## config.mk

```make
export PLATFORM = sky130hd
export DESIGN_NAME = mem_perm_check
export DESIGN_NICKNAME = d
export VERILOG_FILES = /design/src/rtl/mpc_pkg.sv /design/src/rtl/mpc_priority_select.sv /design/src/rtl/mpc_rule_eval.sv /design/src/rtl/mem_perm_check.sv
export SDC_FILE = /design/constraint.sdc
export NUM_CORES = 1
export LEC_CHECK = 0
export BUFFER_PORTS_ARGS = -buffer_cell sky130_fd_sc_hd__buf_4
export CAP_MARGIN = 20
export CORE_UTILIZATION = 37
export DETAILED_ROUTE_END_ITERATION = 6
export PLACE_DENSITY = 0.84
export RECOVER_POWER = 100
export SETUP_SLACK_MARGIN = 0.5
export SKIP_LAST_GASP = 1
export SLEW_MARGIN = 25
export SYNTH_ARGS = -nofsm -noshare
export SYNTH_HDL_FRONTEND = slang
export SYNTH_SLANG_ARGS = --single-unit
```

## constraint.sdc

```tcl
create_clock -name vclk -period 3.2
set_input_delay 0.32 -clock vclk [all_inputs]
set_output_delay 0.32 -clock vclk [all_outputs]
set_load 0.01 [all_outputs]
```

## src/rtl/mpc_pkg.sv

```systemverilog
package mpc_pkg;

    localparam int CFG_W = 8;

    typedef enum logic [1:0] {
        ACC_RD  = 2'b00,
        ACC_WR  = 2'b01,
        ACC_EX  = 2'b10,
        ACC_BAD = 2'b11
    } acc_e;

    typedef struct packed {
        logic       lock;
        logic [1:0] spare;
        logic [1:0] amode;
        logic       x;
        logic       w;
        logic       r;
    } cfg_t;

    function automatic logic perm_bit(input cfg_t c, input acc_e a);
        case (a)
            ACC_RD:  return c.r;
            ACC_WR:  return c.w;
            ACC_EX:  return c.x;
            default: return 1'b0;
        endcase
    endfunction

    function automatic logic classic_rule(input cfg_t c, input logic m, input acc_e a);
        if (a == ACC_BAD) return 1'b0;
        if (!c.lock && m) return 1'b1;
        return perm_bit(c, a);
    endfunction

    function automatic logic is_shared_rw(input cfg_t c);
        return !c.r && c.w;
    endfunction

    function automatic logic is_shared_ro(input cfg_t c);
        return c.lock && c.r && c.w && c.x;
    endfunction

    function automatic logic lockdown_rule(input cfg_t c, input logic m, input acc_e a);
        if (a == ACC_BAD) return 1'b0;
        if (is_shared_ro(c)) return (a == ACC_RD);
        if (is_shared_rw(c) && !c.lock) begin
            case (a)
                ACC_RD:  return 1'b1;
                ACC_WR:  return m | c.x;
                default: return 1'b0;
            endcase
        end
        if (is_shared_rw(c) && c.lock) begin
            case (a)
                ACC_EX:  return 1'b1;
                ACC_RD:  return m & c.x;
                default: return 1'b0;
            endcase
        end
        if (c.lock == m) return perm_bit(c, a);
        return 1'b0;
    endfunction

    function automatic logic miss_rule(input logic m, input acc_e a,
                                       input logic lkd, input logic awl);
        if (a == ACC_BAD) return 1'b0;
        if (!m) return 1'b0;
        if (awl) return 1'b0;
        if (lkd && a == ACC_EX) return 1'b0;
        return 1'b1;
    endfunction

endpackage

```

## src/rtl/mpc_priority_select.sv

```systemverilog
module mpc_priority_select #(
    parameter int N_ENTRIES = 8,
    localparam int IDX_W = (N_ENTRIES > 1) ? $clog2(N_ENTRIES) : 1
) (
    input  logic [N_ENTRIES-1:0] req,
    output logic                 hit,
    output logic [IDX_W-1:0]     idx,
    output logic [N_ENTRIES-1:0] grant
);
    always_comb begin
        hit   = 1'b0;
        idx   = '0;
        grant = '0;
        for (int i = N_ENTRIES - 1; i >= 0; i--) begin
            if (req[i]) begin
                hit   = 1'b1;
                idx   = IDX_W'(i);
                grant = '0;
                grant[i] = 1'b1;
            end
        end
    end

    always_comb begin
        p_single_grant_r2: assert ($onehot0(grant))
            else $error("more than one entry granted");
        p_hit_tracks_req_r2: assert (hit == (|req))
            else $error("hit disagrees with request vector");
        p_grant_is_requested_r2: assert ((grant & ~req) == '0)
            else $error("grant on a non-requesting entry");
    end

    for (genvar g = 1; g < N_ENTRIES; g++) begin : g_lower_chk
        always_comb begin
            p_no_lower_req_r2: assert (!(grant[g] && (|req[g-1:0])))
                else $error("grant skipped a lower-numbered entry");
        end
    end
endmodule

```

## src/rtl/mpc_rule_eval.sv

```systemverilog
module mpc_rule_eval
    import mpc_pkg::*;
(
    input  cfg_t cfg,
    input  logic priv_m,
    input  acc_e acc,
    input  logic lkd,
    output logic rule_ok
);
    logic classic_ok;
    logic lockdown_ok;

    always_comb begin
        classic_ok  = classic_rule(cfg, priv_m, acc);
        lockdown_ok = lockdown_rule(cfg, priv_m, acc);
        rule_ok     = lkd ? lockdown_ok : classic_ok;
    end

    always_comb begin
        p_su_denied_mside_r6: assert (!(lkd && cfg.lock && !priv_m && cfg.r && !(cfg.w && cfg.x)) || !rule_ok)
            else $error("supervisor/user passed a machine-only rule");
        p_m_denied_suside_r5: assert (!(lkd && !cfg.lock && priv_m && !(!cfg.r && cfg.w)) || !rule_ok)
            else $error("machine passed a supervisor/user-only rule");
        p_shared_ro_only_r9: assert (!(lkd && cfg.lock && cfg.r && cfg.w && cfg.x && acc != ACC_RD) || !rule_ok)
            else $error("shared read-only region allowed non-read");
        p_shared_data_noexec_r7: assert (!(lkd && !cfg.lock && !cfg.r && cfg.w && acc == ACC_EX) || !rule_ok)
            else $error("shared data region allowed execute");
        p_shared_code_nowrite_r8: assert (!(lkd && cfg.lock && !cfg.r && cfg.w && acc == ACC_WR) || !rule_ok)
            else $error("shared code region allowed write");
        p_bad_code_r1: assert (acc != ACC_BAD || !rule_ok)
            else $error("invalid access code allowed");
    end
endmodule

```

## src/rtl/mem_perm_check.sv

```systemverilog
module mem_perm_check
    import mpc_pkg::*;
#(
    parameter int N_ENTRIES = 8,
    localparam int IDX_W = (N_ENTRIES > 1) ? $clog2(N_ENTRIES) : 1
) (
    input  logic [N_ENTRIES-1:0]       entry_hit,
    input  logic [CFG_W*N_ENTRIES-1:0] entry_cfg,
    input  logic                       priv_machine,
    input  logic [1:0]                 access_kind,
    input  logic                       lockdown,
    input  logic                       allowlist,
    output logic                       allow
);
    cfg_t                 cfg_arr [N_ENTRIES];
    logic [N_ENTRIES-1:0] eff_hit;
    logic                 any_hit;
    logic [IDX_W-1:0]     win_idx;
    logic [N_ENTRIES-1:0] win_grant;
    cfg_t                 win_cfg;
    logic                 rule_ok;
    logic                 miss_ok;
    acc_e                 acc;

    assign acc = acc_e'(access_kind);

    for (genvar g = 0; g < N_ENTRIES; g++) begin : g_entry
        assign cfg_arr[g] = cfg_t'(entry_cfg[g*CFG_W +: CFG_W]);
        assign eff_hit[g] = entry_hit[g] && (cfg_arr[g].amode != 2'b00);
    end

    mpc_priority_select #(.N_ENTRIES(N_ENTRIES)) u_sel (
        .req   (eff_hit),
        .hit   (any_hit),
        .idx   (win_idx),
        .grant (win_grant)
    );

    always_comb begin
        win_cfg = cfg_arr[0];
        for (int i = 0; i < N_ENTRIES; i++) begin
            if (IDX_W'(i) == win_idx) win_cfg = cfg_arr[i];
        end
    end

    mpc_rule_eval u_eval (
        .cfg     (win_cfg),
        .priv_m  (priv_machine),
        .acc     (acc),
        .lkd     (lockdown),
        .rule_ok (rule_ok)
    );

    always_comb begin
        miss_ok = miss_rule(priv_machine, acc, lockdown, allowlist);
        allow   = any_hit ? rule_ok : miss_ok;
    end

    always_comb begin
        p_su_miss_denied_r4: assert (any_hit || priv_machine || !allow)
            else $error("supervisor/user allowed with no matching entry");
        p_allowlist_miss_r4: assert (any_hit || !allowlist || !allow)
            else $error("allowlist set yet unmatched access allowed");
        p_lockdown_exec_miss_r4: assert (any_hit || !lockdown || acc != ACC_EX || !allow)
            else $error("lockdown set yet unmatched execute allowed");
        p_off_never_wins_r1: assert (!any_hit || win_grant[win_idx])
            else $error("winning index not granted");
    end
endmodule

```

==> results.sh, run 1 <==
export IMPL_drc=0
export IMPL_fp_row_count=15
export IMPL_tightest_slew_ns=0.4285
export IMPL_crit_slowest_cell="a221o_1"
export IMPL_dp_hpwl_mm=2.078
export IMPL_crit_path_max_fanout=7
export IMPL_syn_nets=182
export IMPL_grt_use_total_pct=25.69
export IMPL_ir_drop_mv=0.1131
export IMPL_max_stage_delay_ns=0.35
export IMPL_ios=78
export IMPL_area_growth_pct=97.33
export IMPL_worstPathCellList="buf_4, o21a_2, nor3_4, nand2_1, nor2_2, a22oi_2, mux2i_4, buf_6, nand2b_1, o221ai_1, a221o_1, buf_6"
export IMPL_crit_path_end_kind="output pin"
export IMPL_cp_arrival_ns=2.64
export IMPL_start_util_pct=41.24
export IMPL_first_pass_iters=4
export IMPL_dpl_cell_count=192
export IMPL_cap_violations=0
export IMPL_die_h_um=47.05
export IMPL_avgSynthCellArea_um2=7.218
export IMPL_grt_pass1_wl_mm=4.257
export IMPL_layout_commonest_cell="buf_4"
export IMPL_cp_common_cell="buf_6"
export IMPL_grt_pass1_vias=1069
export IMPL_die_w_um=47.05
export IMPL_regArea_um2=0
export IMPL_ys_warn_count=0
export IMPL_drive_gt1_share_pct=60.11
export IMPL_via_per_inst=5.921
export IMPL_die_area_mm2=0.002213
export IMPL_synth_area_um2=750.7
export IMPL_utilization_pct=81.37
export IMPL_nClkBuffers=0
export IMPL_drtAntennaViolNets=0
export IMPL_max_freq_mhz=337.5
export IMPL_layout_common_cells="buf_4, nand2_1, a21oi_1, o21ai_0, buf_6"
export IMPL_post_drt_wl_per_cell_um=14.77
export IMPL_grt_max_degree=11
export IMPL_yosys_area_share_adder_pct=1.667
export IMPL_synthCells=104
export IMPL_p_leak_nw=0.6776
export IMPL_num_vias=1202
export IMPL_drtIter0Drc=57
export IMPL_ys_types=46
export IMPL_rsz0062_at_grt="yes"
export IMPL_critPathRequiredTime_ns=2.88
export IMPL_io_buffers=62
export IMPL_setup_viol=0
export IMPL_antenna_found_initial=0
export IMPL_seq_cells=0
export IMPL_critPathLaunchType="input port"
export IMPL_whs_ns=1.169
export IMPL_timing_final_crit_period_ns=2.963
export IMPL_synth_xor_area_share_pct=1.167
export IMPL_synth_top_family_by_area="compound AO/OA/AOI/OAI gates"
export IMPL_gp_congestion=0.8555
export IMPL_crit_type="in2out"
export IMPL_fin_nets=258
export IMPL_fin_crit_sh_pct=92.60
export IMPL_wl_mm=2.999
export IMPL_instances_no_fill=203
export IMPL_muxShareOfSynthArea_pct=13.00
export IMPL_slew_headroom_pct=70.69
export IMPL_globalRoute_totalOverflow=0
export IMPL_status="complete, no violations"
export IMPL_antenna_cells=0
export IMPL_hold_viol_final=0
export IMPL_p_per_area_mw_per_mm2=177.1
export IMPL_synthSimpleGateAreaFrac_pct=21.00
export IMPL_hp_class="in2out"
export IMPL_maxSlewViolCount=0
export IMPL_fin_tns_setup_ns=0
export IMPL_synth_compound_area_share_pct=58.33
export IMPL_core_area_mm2=0.001821
export IMPL_ys_seq_area_share_pct=0
## cells by family (layout without fill, tap and decap cells)
| family | after synthesis | after routing |
|---|---|---|
| and+or+nand+nor | 28 | 28 |
| buffers and inverters | 7 | 81 |
| muxes | 7 | 7 |
| xor gates and xnor gates | 1 | 1 |
| AOI/OAI and AO/OA | 60 | 60 |
| adders and majority gates | 1 | 1 |
## synthesized netlist by cell type (2+ instances only)
master,instances,area [um^2]
a21oi_1,8,40.04
o211ai_1,2,15.01
nand2b_1,3,18.77
o21a_1,7,52.55
a221o_1,2,20.02
inv_1,4,15.01
nand2_1,10,37.54
buf_2,2,10.01
o21ai_2,2,17.52
a211oi_1,3,22.52
nor2_1,3,11.26
mux2_4,3,45.04
nor3_1,2,10.01
o21ai_1,5,25.02
nand3_1,4,20.02
o21ai_0,10,50.05
mux2i_1,3,30.03
a21o_1,3,22.52
## metal layers
layer,vias up,global-route usage [%],part of all wire (%)
met1,539,32.88,39
li1,574,-,-
met4,0,6.286,0.70
met2,85,46.67,53
met3,4,1.538,8.1
met5,-,0,0
## final timing paths
kind              cells after the start  endpoint         start  slack [ns]
setup / recovery                     12     allow  entry_cfg[4]        0.24
hold / removal                        4     allow  priv_machine        1.17
## report_power, final
group	switching, mW	total (mW)	leakage [nW]	internal, mW
clock	0	0	0	0
combinational	0.119	0.262	0.678	0.144
sequential	0	0	0	0
## area by class of cell
| type | instances | area, um^2 |
|---|---|---|
| Tap cell | 25 | 31.28 |
| Timing Repair Buffer | 77 | 609.3 |
| Inverter | 4 | 15.01 |
| Multi-Input combinational cell | 97 | 825.8 |
| Fill cell | 117 | 339.1 |
## stage by stage
stage	total power [mW]	worst slack [ns]	instance area, um^2
global route	0.2801	0.1534	1481
floorplan	0.1193	0.5008	760.7
detailed placement	0.2059	0.09435	1266
finish	0.2623	0.2367	1481
CTS	0.2365	0.2531	1404
global placement	0.2012	0.1284	1266
## worst max-delay path, delay by kind of cell
family | cells | cell delay, ns
mux | 1 | 0.21
compound gates | 4 | 0.91
simple gates | 4 | 0.82
buf+inv | 3 | 0.37
## timing repair
action | 4_1_cts | 5_1_grt
buffers inserted | 8 | 3
pin swaps | 11 | 12
hold buffers | 0 | 0
setup endpoints to repair | 1 | 1
gates resized for setup | 18 | 11
Note: power is estimated with default switching activity, not from simulation.
==> run 2: changes to the inputs <==
==> constraint.sdc (replaced) <==
create_clock -name vclk -period 3.2
set_input_delay 0.64 -clock vclk [all_inputs]
set_output_delay 0.64 -clock vclk [all_outputs]
set_load 0.01 [all_outputs]
==> results.sh, run 2 (synthesized netlist as in run 1, its figures left out) <==
export IMPL_status="finished, violations left"
export IMPL_violations="setup timing"
export IMPL_seq_cells=0
export IMPL_p_seq_share_pct=0
export IMPL_drtAntennaViolNets=0
export IMPL_die_w_um=47.05
export IMPL_die_h_um=47.05
export IMPL_crit_path_max_fanout=7
export IMPL_regArea_um2=0
export IMPL_fin_nets=271
export IMPL_die_area_mm2=0.002213
export IMPL_comb_power_share_pct=100.0
export IMPL_ir_drop_mv=0.09946
export IMPL_fin_area_mm2=0.001471
export IMPL_critPathRequiredTime_ns=2.56
export IMPL_crit_type="in2out"
export IMPL_p_clk_share_pct=0
export IMPL_p_int_mw=0.1445
export IMPL_num_vias=1181
export IMPL_fin_crit_sh_pct=112.5
export IMPL_power_switching_mw=0.1070
export IMPL_crit_path_end_kind="output pin"
export IMPL_maxSlewViolCount=0
export IMPL_cp_arrival_ns=2.96
export IMPL_power_mw=0.2515
export IMPL_antenna_found_initial=0
export IMPL_pre_cts_ws_ns=-0.4628
export IMPL_io_buffers=62
export IMPL_p_per_area_mw_per_mm2=170.9
export IMPL_grt_max_degree=8
export IMPL_hold_viol_final=0
export IMPL_timing_final_ws_setup_ns=-0.4000
export IMPL_slew_headroom_pct=72.31
export IMPL_antenna_cells=0
export IMPL_grt_use_total_pct=25.90
export IMPL_first_pass_iters=4
export IMPL_rsz0062_at_grt="yes"
export IMPL_cap_violations=0
export IMPL_fp_row_count=15
export IMPL_swShare_pct=42.53
export IMPL_drive_gt1_share_pct=57.59
export IMPL_dp_hpwl_mm=2.435
export IMPL_setup_viol=1
export IMPL_nClkBuffers=0
export IMPL_hp_class="in2out"
export IMPL_placed_cell_area_mm2=0.001449
export IMPL_hold_buffers=0
export IMPL_max_freq_mhz=277.8
export IMPL_layout_common_cells="buf_4, o21ai_0, nand2_1"
export IMPL_start_util_pct=41.24
export IMPL_p_leak_nw=0.7171
export IMPL_post_cts_setup_buffer_count=0
export IMPL_grt_pass1_wl_mm=4.236
export IMPL_drtIter0Drc=21
export IMPL_timing_final_crit_period_ns=3.600
export IMPL_post_drt_wl_per_cell_um=12.86
export IMPL_drc=0
export IMPL_gp_congestion=0.8553
export IMPL_tightest_slew_ns=0.4125
export IMPL_via_per_inst=5.468
export IMPL_wl_mm=2.778
export IMPL_core_area_mm2=0.001821
export IMPL_layout_commonest_cell="buf_4"
export IMPL_ios=78
export IMPL_area_growth_pct=96.00
export IMPL_grt_pass1_vias=1127
export IMPL_critPathLaunchType="input port"
export IMPL_globalRoute_totalOverflow=0
-- run 2: final timing paths --
kind / start / endpoint / slack (ns) / cells past startpoint
setup / recovery: entry_cfg[19] / allow / -0.40 / 12
hold / removal: priv_machine / allow / 1.78 / 4
-- run 2: cell type report --
cell class | count | area, um^2
Fill cell | 124 | 349.1
Tap cell | 25 | 31.28
Timing Repair Buffer | 90 | 675.6
Multi-Input combinational cell | 97 | 749.5
Inverter | 4 | 15.01
-- run 2: stage by stage --
step | hold slack [ns] | cells | utilization [%] | TNS [ns]
after floorplan | 1.598 | 104 | - | -0.09353
after global placement | 1.781 | 216 | 79.59 | -0.4171
after detailed placement | 1.784 | 216 | 79.59 | -0.4628
after CTS | 1.784 | 216 | 80.82 | -0.3873
after global routing | 1.845 | 216 | 80.82 | -0.5059
final | 1.784 | 216 | 80.82 | -0.4000
-- run 2: metal layers --
layer,track usage (%),up-vias,routed length [um]
li1,-,598,-
met1,29.16,521,1131
met2,50.83,54,1418
met3,2.308,8,154
met4,7.429,0,74
met5,0,-,0
-- run 2: timing repair --
action | in CTS | in global routing
gates cloned | 0 | 0
endpoints found under the hold margin | 0 | 0
gates resized for setup | 6 | 0
endpoints found under the setup margin | 1 | 1
pin swaps | 3 | 1
-- run 2: worst max-delay path, cell delays in order --
cell	delay (ns)
buf_4	0.12
o21a_4	0.26
a21oi_4	0.16
nand2_4	0.09
mux2i_1	0.14
a22oi_2	0.25
mux2i_4	0.11
ha_1	0.20
a221o_1	0.35
o221a_1	0.23
a221o_1	0.29
buf_4	0.14
-- run 2: power groups by stage --
| stage | sequential, mW | combinational [mW] | clock, mW |
|---|---|---|---|
| 2_1_floorplan | 0 | 0.120 | 0 |
| 3_3_place_gp | 0 | 0.236 | 0 |
| 3_5_place_dp | 0 | 0.245 | 0 |
| 4_1_cts | 0 | 0.250 | 0 |
| 5_1_grt | 0 | 0.272 | 0 |
| 6_report | 0 | 0.251 | 0 |
==> run 3: changes to the inputs <==
--- a/config.mk
+++ b/config.mk
@@ -5,11 +5,12 @@
 export SDC_FILE = /design/constraint.sdc
 export NUM_CORES = 1
 export LEC_CHECK = 0
+export ABC_AREA = 1
 export BUFFER_PORTS_ARGS = -buffer_cell sky130_fd_sc_hd__buf_4
 export CAP_MARGIN = 20
-export CORE_UTILIZATION = 37
+export CORE_UTILIZATION = 40
 export DETAILED_ROUTE_END_ITERATION = 6
-export PLACE_DENSITY = 0.84
+export PLACE_DENSITY = 0.86
 export RECOVER_POWER = 100
 export SETUP_SLACK_MARGIN = 0.5
 export SKIP_LAST_GASP = 1
==> results.sh, run 3 <==
export IMPL_status="finished, violations left"
export IMPL_violations="setup timing"
export IMPL_p_leak_nw=0.9138
export IMPL_synth_area_leaders="nand2_1, inv_1, nand3_1"
export IMPL_drc=0
export IMPL_crit_path_max_fanout=3
export IMPL_maxSlewViolCount=0
export IMPL_timing_final_crit_period_ns=3.463
export IMPL_synth_top_area_share_pct=24.30
export IMPL_nClkBuffers=0
export IMPL_layout_common_cells="buf_4, nand2_1, inv_1"
export IMPL_ios=78
export IMPL_drtAntennaViolNets=0
export IMPL_whs_ns=1.638
export IMPL_io_buffers=62
export IMPL_max_freq_mhz=288.8
export IMPL_grt_use_total_pct=25.73
export IMPL_use_met2_pct=54.32
export IMPL_crit_type="in2out"
export IMPL_cp_arrival_ns=2.82
export IMPL_timing_final_ws_setup_ns=-0.2629
export IMPL_yosysTopAreaCell="nand2_1"
export IMPL_grt_pass1_vias=1120
export IMPL_p_per_area_mw_per_mm2=184.3
export IMPL_core_area_mm2=0.001982
export IMPL_netlist_top_cells_count="nand2_1, inv_1, nor2_1"
export IMPL_layout_commonest_cell="buf_4"
export IMPL_comb_power_share_pct=100.0
export IMPL_first_pass_iters=4
export IMPL_p_seq_share_pct=0
export IMPL_holdPathEnd="allow"
export IMPL_ir_drop_mv=0.1117
export IMPL_multi_input_area_um2=844.6
export IMPL_ys_types=30
export IMPL_utilization_pct=84.53
export IMPL_critPathRequiredTime_ns=2.56
export IMPL_post_drt_wl_per_cell_um=10.50
export IMPL_syn_nets=245
export IMPL_drive_gt1_share_pct=52.73
export IMPL_antenna_cells=0
export IMPL_die_w_um=48.09
export IMPL_fin_crit_sh_pct=108.2
export IMPL_p_clk_share_pct=0
export IMPL_setup_viol=1
export IMPL_fp_row_count=16
export IMPL_cap_violations=0
export IMPL_hold_viol_final=0
export IMPL_slew_headroom_pct=79.35
export IMPL_num_vias=1354
export IMPL_gp_congestion=0.7781
export IMPL_synth_area_um2=849.6
export IMPL_fill_cells=127
export IMPL_hold_buffers=0
export IMPL_wl_mm=2.972
export IMPL_grtUsageMet3_pct=0.3774
export IMPL_fin_tns_setup_ns=-0.2629
export IMPL_globalRoute_totalOverflow=0
export IMPL_min_path_cells=5
export IMPL_avgSynthCellArea_um2=5.087
export IMPL_ys_warn_count=0
export IMPL_die_h_um=48.09
export IMPL_regArea_um2=0
export IMPL_critPathLaunchType="input port"
export IMPL_grtUsageMet1_pct=28.35
export IMPL_drtIter0Drc=17
export IMPL_hp_class="in2out"
export IMPL_grt_pass1_wl_mm=4.305
export IMPL_yosysMostFrequentCell="nand2_1"
export IMPL_crit_path_end_kind="output pin"
export IMPL_p_int_mw=0.1593
export IMPL_power_switching_mw=0.1495
export IMPL_die_area_mm2=0.002312
export IMPL_area_growth_pct=97.20
export IMPL_antenna_found_initial=0
export IMPL_worstHoldStart="allowlist"
export IMPL_swShare_pct=48.42
export IMPL_dp_hpwl_mm=2.324
export IMPL_seq_cells=0
export IMPL_via_per_inst=4.784
export IMPL_busiest_layer="met2"
export IMPL_fin_nets=336
export IMPL_tightest_slew_ns=0.3095
export IMPL_rsz0062_at_grt="yes"
export IMPL_synthCells=167
export IMPL_ys_seq_area_share_pct=0
export IMPL_grt_max_degree=6
export IMPL_start_util_pct=42.87
export IMPL_power_mw=0.3088
-- run 3: cell types whose count changed after synthesis, sizes merged, moves of 4 or more --
cell   delta
nand2    +56
inv      +22
nor2     +16
nand3    +13
o21a      -7
or2       +5
a21oi     -4
mux2i     -4
-- run 3: layout make-up --
type,instances,share of cell area [%]
well taps,27,2.016
inverters,28,6.348
multi-input cells,139,50.41
repair buffers,89,41.22
-- run 3: how the worst max path moves through the flow --
stage,startpoint,end,slack [ns],depth (start not counted)
3_5_place_dp,entry_cfg[51],allow,-0.33,22
2_1_floorplan,entry_cfg[51],allow,0.01,20
6_report,entry_cfg[51],allow,-0.26,22
4_1_cts,entry_cfg[52],allow,-0.26,21
5_1_grt,entry_cfg[51],allow,-0.47,27
3_3_place_gp,entry_cfg[51],allow,-0.27,22
-- run 3: logic make-up (layout without fill, tap and decap cells) --
logic type	after synthesis	after routing	share of synthesized area (%)
compound gates	22	22	18.41
buf+inv	28	117	12.52
fa+ha+maj	1	1	1.473
simple gates	116	116	67.60
-- run 3: stage by stage --
stage	std cells	setup WS [ns]	area, um^2
after floorplan	167	0.01498	883.3
after global placement	282	-0.2686	1578
after detailed placement	282	-0.3278	1578
after CTS	283	-0.2615	1623
after global routing	283	-0.4701	1675
final	283	-0.2629	1675
-- run 3: critical path, stage by stage --
cell and delay, ns:
buf_6 0.09, o21ai_2 0.13, nand2_1 0.07, nand2_1 0.05
nand2_1 0.04, nand2_1 0.07, nand2_2 0.09, a21oi_4 0.19
nand2_2 0.09, or2_0 0.23, nand3_1 0.07, nand2_1 0.06
nand2_1 0.07, nand2_2 0.08, nand2_4 0.09, ha_4 0.20
or2_4 0.22, nand3_2 0.06, nand2_2 0.07, nand2_2 0.06
nand2_2 0.04, buf_6 0.11
-- run 3: power by group through the flow --
| stage | Clock, mW | Combinational, mW | Sequential, mW |
|---|---|---|---|
| floorplan | 0 | 0.146 | 0 |
| global placement | 0 | 0.264 | 0 |
| detailed placement | 0 | 0.270 | 0 |
| CTS | 0 | 0.286 | 0 |
| global route | 0 | 0.341 | 0 |
| finish | 0 | 0.309 | 0 |
-- run 3: layer usage --
metal | up-vias | wire [um] | part of all wire [%]
li1 | 707 | - | -
met1 | 593 | 1172 | 39
met2 | 52 | 1644 | 55
met3 | 2 | 139 | 4.7
met4 | 0 | 16 | 0.54
met5 | - | 0 | 0
-- run 3: what timing repair did --
action,in CTS,in global routing
endpoints found under the setup margin,1,1
resized for setup,7,17
buffers inserted,1,0
pin swaps,11,19
